[src/rtl/adc_seq_pkg.sv]
package adc_seq_pkg;
  localparam int FRAME_BITS = 16;
  localparam int SAMPLE_W   = 12;

  typedef enum logic [1:0] {JOB_IDLE, JOB_SCAN, JOB_READ} job_e;
  typedef enum logic [1:0] {FK_DROP, FK_SCAN, FK_READ} frame_kind_e;
  typedef enum logic [1:0] {E_IDLE, E_XFER, E_GAP} eng_state_e;
endpackage

[src/rtl/adc_ctrl_word.sv]
module adc_ctrl_word #(
  parameter int PM_MODE = 3
) (
  input  logic        ext_ref,
  input  logic        dual,
  input  logic        sel_ch1,
  output logic [15:0] word
);
  localparam logic [1:0] PM = 2'(PM_MODE);

  always_comb begin
    word        = '0;
    word[15:14] = 2'b00;
    word[13]    = ext_ref;
    word[12]    = dual;
    word[11]    = dual & sel_ch1;
    word[10]    = 1'b0;
    word[9:8]   = PM;
  end
endmodule

[src/rtl/adc_spi_frame.sv]
module adc_spi_frame
  import adc_seq_pkg::*;
#(
  parameter int DIV_W = 8
) (
  input  logic                  clk,
  input  logic                  rst_n,
  input  logic [DIV_W-1:0]      clk_div,
  input  logic                  mode3,
  input  logic                  start,
  input  logic [FRAME_BITS-1:0] tx_word,
  output logic                  ready,
  output logic                  fdone,
  output logic [FRAME_BITS-1:0] rx_word,
  output logic                  sclk,
  output logic                  cs_n,
  output logic                  mosi,
  input  logic                  miso
);
  localparam int HALVES = 2 * FRAME_BITS;
  localparam int HW     = $clog2(HALVES);
  localparam logic [HW-1:0] LAST_HALF = HW'(HALVES - 1);

  eng_state_e              st;
  logic [DIV_W-1:0]        cnt;
  logic [HW-1:0]           half;
  logic [FRAME_BITS-1:0]   tx_sh, rx_sh;
  logic                    sclk_i;
  logic                    tick;

  assign tick  = (cnt == clk_div);
  assign ready = (st == E_IDLE);
  assign sclk  = cs_n ? mode3 : sclk_i;
  assign mosi  = cs_n ? 1'b0 : tx_sh[FRAME_BITS-1];

  always_ff @(posedge clk or negedge rst_n) begin
    if (!rst_n) begin
      st      <= E_IDLE;
      cnt     <= '0;
      half    <= '0;
      tx_sh   <= '0;
      rx_sh   <= '0;
      rx_word <= '0;
      sclk_i  <= 1'b0;
      cs_n    <= 1'b1;
      fdone   <= 1'b0;
    end else begin
      fdone <= 1'b0;
      case (st)
        E_IDLE: if (start) begin
          st     <= E_XFER;
          cs_n   <= 1'b0;
          cnt    <= '0;
          half   <= '0;
          sclk_i <= 1'b0;
          tx_sh  <= tx_word;
        end
        E_XFER: if (tick) begin
          cnt  <= '0;
          half <= half + 1'b1;
          if (!half[0]) begin
            sclk_i <= 1'b1;
            rx_sh  <= {rx_sh[FRAME_BITS-2:0], miso};
          end else if (half != LAST_HALF) begin
            sclk_i <= 1'b0;
            tx_sh  <= {tx_sh[FRAME_BITS-2:0], 1'b0};
          end
          if (half == LAST_HALF) begin
            st      <= E_GAP;
            cs_n    <= 1'b1;
            fdone   <= 1'b1;
            rx_word <= rx_sh;
            half    <= '0;
          end
        end else begin
          cnt <= cnt + 1'b1;
        end
        E_GAP: if (tick) begin
          cnt <= '0;
          if (half[0]) begin
            st   <= E_IDLE;
            half <= '0;
          end else begin
            half <= half + 1'b1;
          end
        end else begin
          cnt <= cnt + 1'b1;
        end
        default: st <= E_IDLE;
      endcase
    end
  end

  AST_SCLK_IDLE: assert property (@(posedge clk) disable iff (!rst_n)
    cs_n |-> (sclk == mode3));
  AST_MOSI_STABLE: assert property (@(posedge clk) disable iff (!rst_n)
    (!cs_n && $past(!cs_n) && !$fell(sclk_i)) |-> $stable(mosi));
  AST_START_WHEN_READY: assert property (@(posedge clk) disable iff (!rst_n)
    (start && !ready) |-> 1'b0);
endmodule

[src/rtl/adc_seq_ctrl.sv]
module adc_seq_ctrl
  import adc_seq_pkg::*;
(
  input  logic                  clk,
  input  logic                  rst_n,
  input  logic                  dual_en,
  input  logic                  scan_en,
  input  logic [1:0]            scan_mask,
  input  logic                  scan_trig,
  input  logic                  rd_req,
  input  logic                  rd_ch,
  input  logic                  eng_ready,
  input  logic                  fdone,
  input  logic [FRAME_BITS-1:0] rx_word,
  output logic                  start,
  output logic                  fl_cmd,
  output logic [SAMPLE_W-1:0]   samp0,
  output logic [SAMPLE_W-1:0]   samp1,
  output logic [1:0]            samp_vld,
  output logic                  scan_done,
  output logic                  overrun,
  output logic [SAMPLE_W-1:0]   rd_data,
  output logic                  rd_valid,
  output logic                  rd_busy
);
  job_e        job;
  frame_kind_e fl_kind, nx_kind;
  logic        scan_en_q, pend_restore, pend_prime, idx, rd_ch_q, conv_ch;
  logic        waiting, fl_cap, fl_last;
  logic [1:0]  mask_q, eff_mask;
  logic        first_ch, nx_go, nx_cmd, nx_last, issue, busy, arm, disarm;

  assign first_ch = (mask_q == 2'b10);
  assign arm      = scan_en && !scan_en_q;
  assign disarm   = !scan_en && scan_en_q;
  assign busy     = (job != JOB_IDLE) || pend_restore || pend_prime || waiting;
  assign issue    = nx_go && !waiting && eng_ready;

  always_comb begin
    eff_mask = dual_en ? scan_mask : {1'b0, scan_mask[0]};
    if (eff_mask == 2'b00) eff_mask = 2'b01;
  end

  always_comb begin
    nx_go   = 1'b1;
    nx_cmd  = 1'b0;
    nx_kind = FK_DROP;
    nx_last = 1'b0;
    if (job == JOB_SCAN) begin
      nx_kind = FK_SCAN;
      if (mask_q == 2'b11) begin
        nx_cmd  = ~idx;
        nx_last = idx;
      end else begin
        nx_cmd  = first_ch;
        nx_last = 1'b1;
      end
    end else if (job == JOB_READ) begin
      if (conv_ch != rd_ch_q) begin
        nx_cmd = rd_ch_q;
      end else begin
        nx_kind = FK_READ;
        nx_last = 1'b1;
      end
    end else if (pend_restore) begin
      nx_cmd = 1'b0;
    end else if (pend_prime) begin
      nx_cmd = first_ch;
    end else begin
      nx_go = 1'b0;
    end
  end

  always_ff @(posedge clk or negedge rst_n) begin
    if (!rst_n) begin
      job <= JOB_IDLE;   fl_kind <= FK_DROP;
      scan_en_q <= 1'b0; pend_restore <= 1'b0; pend_prime <= 1'b0;
      idx <= 1'b0;       rd_ch_q <= 1'b0;      conv_ch <= 1'b0;
      waiting <= 1'b0;   fl_cap <= 1'b0;       fl_last <= 1'b0;
      fl_cmd <= 1'b0;    mask_q <= 2'b01;      start <= 1'b0;
      samp0 <= '0;       samp1 <= '0;          samp_vld <= '0;
      scan_done <= 1'b0; overrun <= 1'b0;      rd_data <= '0;
      rd_valid <= 1'b0;  rd_busy <= 1'b0;
    end else begin
      scan_en_q <= scan_en;
      start     <= 1'b0;
      scan_done <= 1'b0;
      overrun   <= 1'b0;
      rd_valid  <= 1'b0;
      rd_busy   <= 1'b0;

      if (issue) begin
        start   <= 1'b1;
        waiting <= 1'b1;
        fl_cmd  <= nx_cmd;
        fl_kind <= nx_kind;
        fl_cap  <= conv_ch;
        fl_last <= nx_last;
        if (job == JOB_IDLE) begin
          if (pend_restore) pend_restore <= 1'b0;
          else              pend_prime   <= 1'b0;
        end
      end

      if (fdone && waiting) begin
        waiting <= 1'b0;
        conv_ch <= fl_cmd;
        if (fl_kind == FK_SCAN) begin
          if (fl_cap) begin
            samp1       <= rx_word[SAMPLE_W-1:0];
            samp_vld[1] <= 1'b1;
          end else begin
            samp0       <= rx_word[SAMPLE_W-1:0];
            samp_vld[0] <= 1'b1;
          end
          if (fl_last) begin
            job       <= JOB_IDLE;
            scan_done <= 1'b1;
          end else begin
            idx <= 1'b1;
          end
        end else if (fl_kind == FK_READ) begin
          rd_data  <= rx_word[SAMPLE_W-1:0];
          rd_valid <= 1'b1;
          job      <= JOB_IDLE;
        end
      end

      if (arm) begin
        mask_q     <= eff_mask;
        pend_prime <= (eff_mask == 2'b10);
      end
      if (disarm) begin
        pend_restore <= 1'b1;
        pend_prime   <= 1'b0;
      end

      if (scan_trig && scan_en && scan_en_q) begin
        if (busy) begin
          overrun <= 1'b1;
        end else begin
          job      <= JOB_SCAN;
          idx      <= 1'b0;
          samp_vld <= 2'b00;
        end
      end

      if (rd_req) begin
        if (scan_en || busy) begin
          rd_busy <= 1'b1;
        end else begin
          job     <= JOB_READ;
          rd_ch_q <= rd_ch & dual_en;
        end
      end
    end
  end

  AST_DONE_PULSE: assert property (@(posedge clk) disable iff (!rst_n)
    scan_done |=> !scan_done);
  AST_OVERRUN_CAUSE: assert property (@(posedge clk) disable iff (!rst_n)
    overrun |-> $past(scan_trig));
  AST_RD_BUSY_CAUSE: assert property (@(posedge clk) disable iff (!rst_n)
    rd_busy |-> ($past(rd_req) && !rd_valid));
  AST_NO_CH1_SINGLE: assert property (@(posedge clk) disable iff (!rst_n)
    (scan_done && !dual_en) |-> !samp_vld[1]);
  AST_RESTORE_QUEUED: assert property (@(posedge clk) disable iff (!rst_n)
    $fell(scan_en) |=> (pend_restore || (start && !fl_cmd)));
endmodule

[src/rtl/adc_scan_seq.sv]
module adc_scan_seq
  import adc_seq_pkg::*;
#(
  parameter int DIV_W   = 8,
  parameter int PM_MODE = 3
) (
  input  logic                clk,
  input  logic                rst_n,
  input  logic [DIV_W-1:0]    clk_div,
  input  logic                spi_mode3,
  input  logic                use_ext_ref,
  input  logic                dual_en,
  input  logic                scan_en,
  input  logic [1:0]          scan_mask,
  input  logic                scan_trig,
  input  logic                rd_req,
  input  logic                rd_ch,
  output logic                spi_sclk,
  output logic                spi_cs_n,
  output logic                spi_mosi,
  input  logic                spi_miso,
  output logic [SAMPLE_W-1:0] samp0,
  output logic [SAMPLE_W-1:0] samp1,
  output logic [1:0]          samp_vld,
  output logic                scan_done,
  output logic                scan_overrun,
  output logic [SAMPLE_W-1:0] rd_data,
  output logic                rd_valid,
  output logic                rd_busy
);
  logic                  start, fl_cmd, eng_ready, fdone;
  logic [FRAME_BITS-1:0] tx_word, rx_word;

  adc_ctrl_word #(.PM_MODE(PM_MODE)) u_word (
    .ext_ref(use_ext_ref), .dual(dual_en), .sel_ch1(fl_cmd), .word(tx_word)
  );

  adc_spi_frame #(.DIV_W(DIV_W)) u_frame (
    .clk(clk), .rst_n(rst_n), .clk_div(clk_div), .mode3(spi_mode3),
    .start(start), .tx_word(tx_word), .ready(eng_ready), .fdone(fdone),
    .rx_word(rx_word), .sclk(spi_sclk), .cs_n(spi_cs_n), .mosi(spi_mosi),
    .miso(spi_miso)
  );

  adc_seq_ctrl u_ctrl (
    .clk(clk), .rst_n(rst_n), .dual_en(dual_en), .scan_en(scan_en),
    .scan_mask(scan_mask), .scan_trig(scan_trig), .rd_req(rd_req),
    .rd_ch(rd_ch), .eng_ready(eng_ready), .fdone(fdone), .rx_word(rx_word),
    .start(start), .fl_cmd(fl_cmd), .samp0(samp0), .samp1(samp1),
    .samp_vld(samp_vld), .scan_done(scan_done), .overrun(scan_overrun),
    .rd_data(rd_data), .rd_valid(rd_valid), .rd_busy(rd_busy)
  );

  AST_DONE_AFTER_CS: assert property (@(posedge clk) disable iff (!rst_n)
    (scan_done || rd_valid) |-> (spi_cs_n && $past(spi_cs_n)));
endmodule

[config.mk]
export PLATFORM = sky130hd
export DESIGN_NAME = adc_scan_seq
export DESIGN_NICKNAME = d
export VERILOG_FILES = /design/src/rtl/adc_seq_pkg.sv /design/src/rtl/adc_ctrl_word.sv /design/src/rtl/adc_spi_frame.sv /design/src/rtl/adc_seq_ctrl.sv /design/src/rtl/adc_scan_seq.sv
export SDC_FILE = /design/constraint.sdc
export NUM_CORES = 1
export LEC_CHECK = 0
export ABC_CLOCK_PERIOD_IN_PS = 4100
export BUFFER_PORTS_ARGS = -buffer_cell sky130_fd_sc_hd__buf_4
export CAP_MARGIN = 20
export CORE_ASPECT_RATIO = 1.2
export CORE_MARGIN = 2
export CORE_UTILIZATION = 60
export DETAILED_ROUTE_END_ITERATION = 8
export MAX_ROUTING_LAYER = met4
export PLACE_DENSITY_LB_ADDON = 0.3
export SYNTH_ARGS = -nofsm -noshare
export SYNTH_HDL_FRONTEND = slang
export SYNTH_SLANG_ARGS = --single-unit
[constraint.sdc]
create_clock -name clk -period 4.1 [get_ports clk]
set_input_delay 0.205 -clock clk [delete_from_list [all_inputs] [get_ports clk]]
set_output_delay 0.205 -clock clk [all_outputs]
set_load 0.05 [all_outputs]
==> metrics <==
Port-buffer cells=64; startpoint types=flop; final setup fails=0; Fill cells=564; layout cell share with drive strength beyond 1=29.4%; Yosys Warn Count=0; Max-Cap Viols=0; Register-to-Register Path Depth=7; Hold Crit Class=primary input to flop; number of synthesized flops with an enable pin=0; Synth-to-Final Area Change=15.5%; Pwr Total=2.20 mW; WL per Instance=15.4 µm; largest net degree at the start of global routing=72; number of buffers created by CTS=9; Synth area leader=dfrtp_1; count leader, synth=dfrtp_1; DRT Wirelength=8940 µm; CP Class=flop to flop; first-pass GRT wire length=between 10000 and 15000 µm; sequential share of the synthesized area=56.5%; Post-synth ARST share=100%; Routability Congestion=0.883; Cell Area, Synth=4830 µm²; max_slew headroom=40.1%; hold_buf cts=2; worst skew pair latency=between 0.3 and 0.4 ns; Worst Path Required=4.36 ns; CP Capture Type=flop; Layout Nets=515; max-slew violation count=0; post_cts resized=0; post-DP HPWL=roughly 6300 µm; Setup TNS=0 ns; Crit Reg-Reg Startpoint=u_frame.st[1]; TritonCTS clock tree=built; synth top area cells=dfrtp_1, mux2_2, nand2_1; Root Buffer=clkbuf_8; run status=complete, no violations; min Tclk post-route=2.72 ns; Die ar.=between 8000 and 9000 µm²; Cell variety after synth=52; DR iter-0 viols=168; LEAKAGE=2.86 nW; post-synth top area share=55.4%; vias in the first global route=3128; area of the core=7750 µm²; RSZ-0062 raised after global routing=no; Max H-tree Level=3; Final ANT Viol Nets=0; R2R setup slack=1.38 ns; Final Hold Vio Count=0; global route overflow=0; routed via count=3275; setup bufs post-CTS=0; DRC violations left=0; Die X=85.9 µm; VDD IR-drop max=0.000266 V; FP Rows=35; fin crit share=66.3%; synth cell count leaders=dfrtp_1, nand2_1, mux2_2, o21ai_0, nand3_1; dominant synthesized flop cell=dfrtp_1; antenna cells=0; Synth Net Count=445; GR Util All Layers=22.3%; reg-to-reg endpoint=u_frame.tx_sh[11]; Worst-Margin Slew=between 0.8 and 0.9 ns; WHS Path Cells=2; Mapped Cells=414; Initial Utilization=a little over 60%; fmax=368 MHz; Hold Path End=u_frame.rx_sh[0]; CTS Buffer Depth=2; First-pass DRT Iterations=4; via/cell ratio=5.64; Worst Skew=0.0117 ns; crit path max fanout=16; initial antenna violation count=0; Chip Height=102 µm; Syn Area/Cell=between 10 and 15 µm²; critical path arrival=2.97 ns; Synth Register Bits=109; critical hold path startpoint=spi_miso; clk slew on worst S/H paths=0.11 ns; pwr dens=394 nW/µm²; Top Ports=65; clk sinks=109
==> how the worst max path moves through the flow <==
stage                              endpoint  cells past startpoint            start  slack (ns)
after floorplan             u_frame.half[2]                      7  u_frame.half[1]        1.96
after global placement    u_frame.tx_sh[11]                      7    u_frame.st[1]        1.62
after detailed placement  u_frame.tx_sh[11]                      7    u_frame.st[1]        1.49
after CTS                 u_frame.tx_sh[11]                      7    u_frame.st[1]        1.43
after global routing      u_frame.tx_sh[11]                      7    u_frame.st[1]        1.24
final                     u_frame.tx_sh[11]                      7    u_frame.st[1]        1.38
==> sequential cells by signal, summed over array words and instances (netlist names), 5 cells and up <==
name / count
u_ctrl.rd_data: 12
u_ctrl.samp0: 12
u_ctrl.samp1: 12
u_frame.rx_sh: 12
u_frame.rx_word: 12
u_frame.cnt: 8
u_frame.tx_sh: 8
u_frame.half: 5
==> layer usage <==
metal | vias to the layer above | GRT usage, % | wire length, µm | part of all wire [%]
li1 | 1571 | - | - | -
met1 | 1625 | 29.0 | 4090 | 46
met2 | 70 | 35.7 | 4400 | 49
met3 | 9 | 4.04 | 345 | 3.9
met4 | 0 | 7.20 | 108 | 1.2
met5 | - | - | 0 | 0
==> critical path: stages (launching register included) <==
cell	delay [ns]
dfrtp_1	0.44
inv_1	0.10
ha_1	0.56
inv_1	0.22
nor4_1	0.32
nand4_1	0.37
and2_1	0.31
mux2_2	0.28
==> layout make-up <==
cell class	instances	area, µm²	area share (%)
clock buffers	10	128	2.29
clock inverters	6	53.8	0.964
inverters	18	67.6	1.21
multi-input cells	278	1970	35.3
flip-flops and latches	109	2730	48.9
well taps	92	115	2.06
repair buffers	68	515	9.24
==> placed cells by master, fill, tap and decap left out, types with 2 or more instances in the layout <==
master         synthesis  final
o21ai_0               21     21
nand3_1               19     19
nand2_1               70     70
nor3b_1                2      2
dfrtp_1              107    107
mux2_2                44     44
xor2_1                13     13
nand4_1                4      4
nand3b_1               2      2
a21boi_0               2      2
dlygate4sd3_1          0      2
nand4b_1               3      3
mux2_4                 9      9
a21oi_1                7      7
nor3_1                 3      3
nand2b_1               3      3
dfstp_2                2      2
ha_1                  11     11
clkbuf_8               0      9
inv_6                  0      2
a21o_1                 3      3
nor2_1                18     18
buf_4                  0     66
and2_1                 2      2
nor2b_1                7      7
o211ai_1               4      4
mux2i_1                5      5
and3_1                 2      2
or2_2                  2      2
inv_1                 17     17
clkinv_4               0      2
o21a_1                 2      2
==> report_power, final <==
part           internal, mW  leakage [nW]  switching, mW
clock network         0.232        0.0894          0.377
registers              1.13          1.46         0.0591
logic                 0.146          1.31          0.254
total                  1.51          2.86          0.690
==> metrics by stage <==
step	setup slack (ns)	utilization (%)	hold WS, ns	instances	cell area (µm²)
CTS	1.43	72.0	0.0579	581	5580
floorplan	1.96	-	-0.0906	414	4830
global route	1.24	72.0	0.0583	581	5580
detailed placement	1.49	69.4	0.355	563	5380
finish	1.38	72.0	0.0669	581	5580
global placement	1.62	69.4	0.349	563	5380
==> kinds of logic after synthesis <==
kind of cell	after synthesis	share of synthesized area [%]
AND/OR/NAND/NOR	146	14.8
flip-flops	109	56.5
XOR/XNOR	14	2.54
AO/OA/AOI/OAI	49	6.53
adder cells (fa/ha/maj)	11	2.85
multiplexers	58	14.1
buffers and inverters	27	2.74
Note: power is estimated with default switching activity, not from simulation.
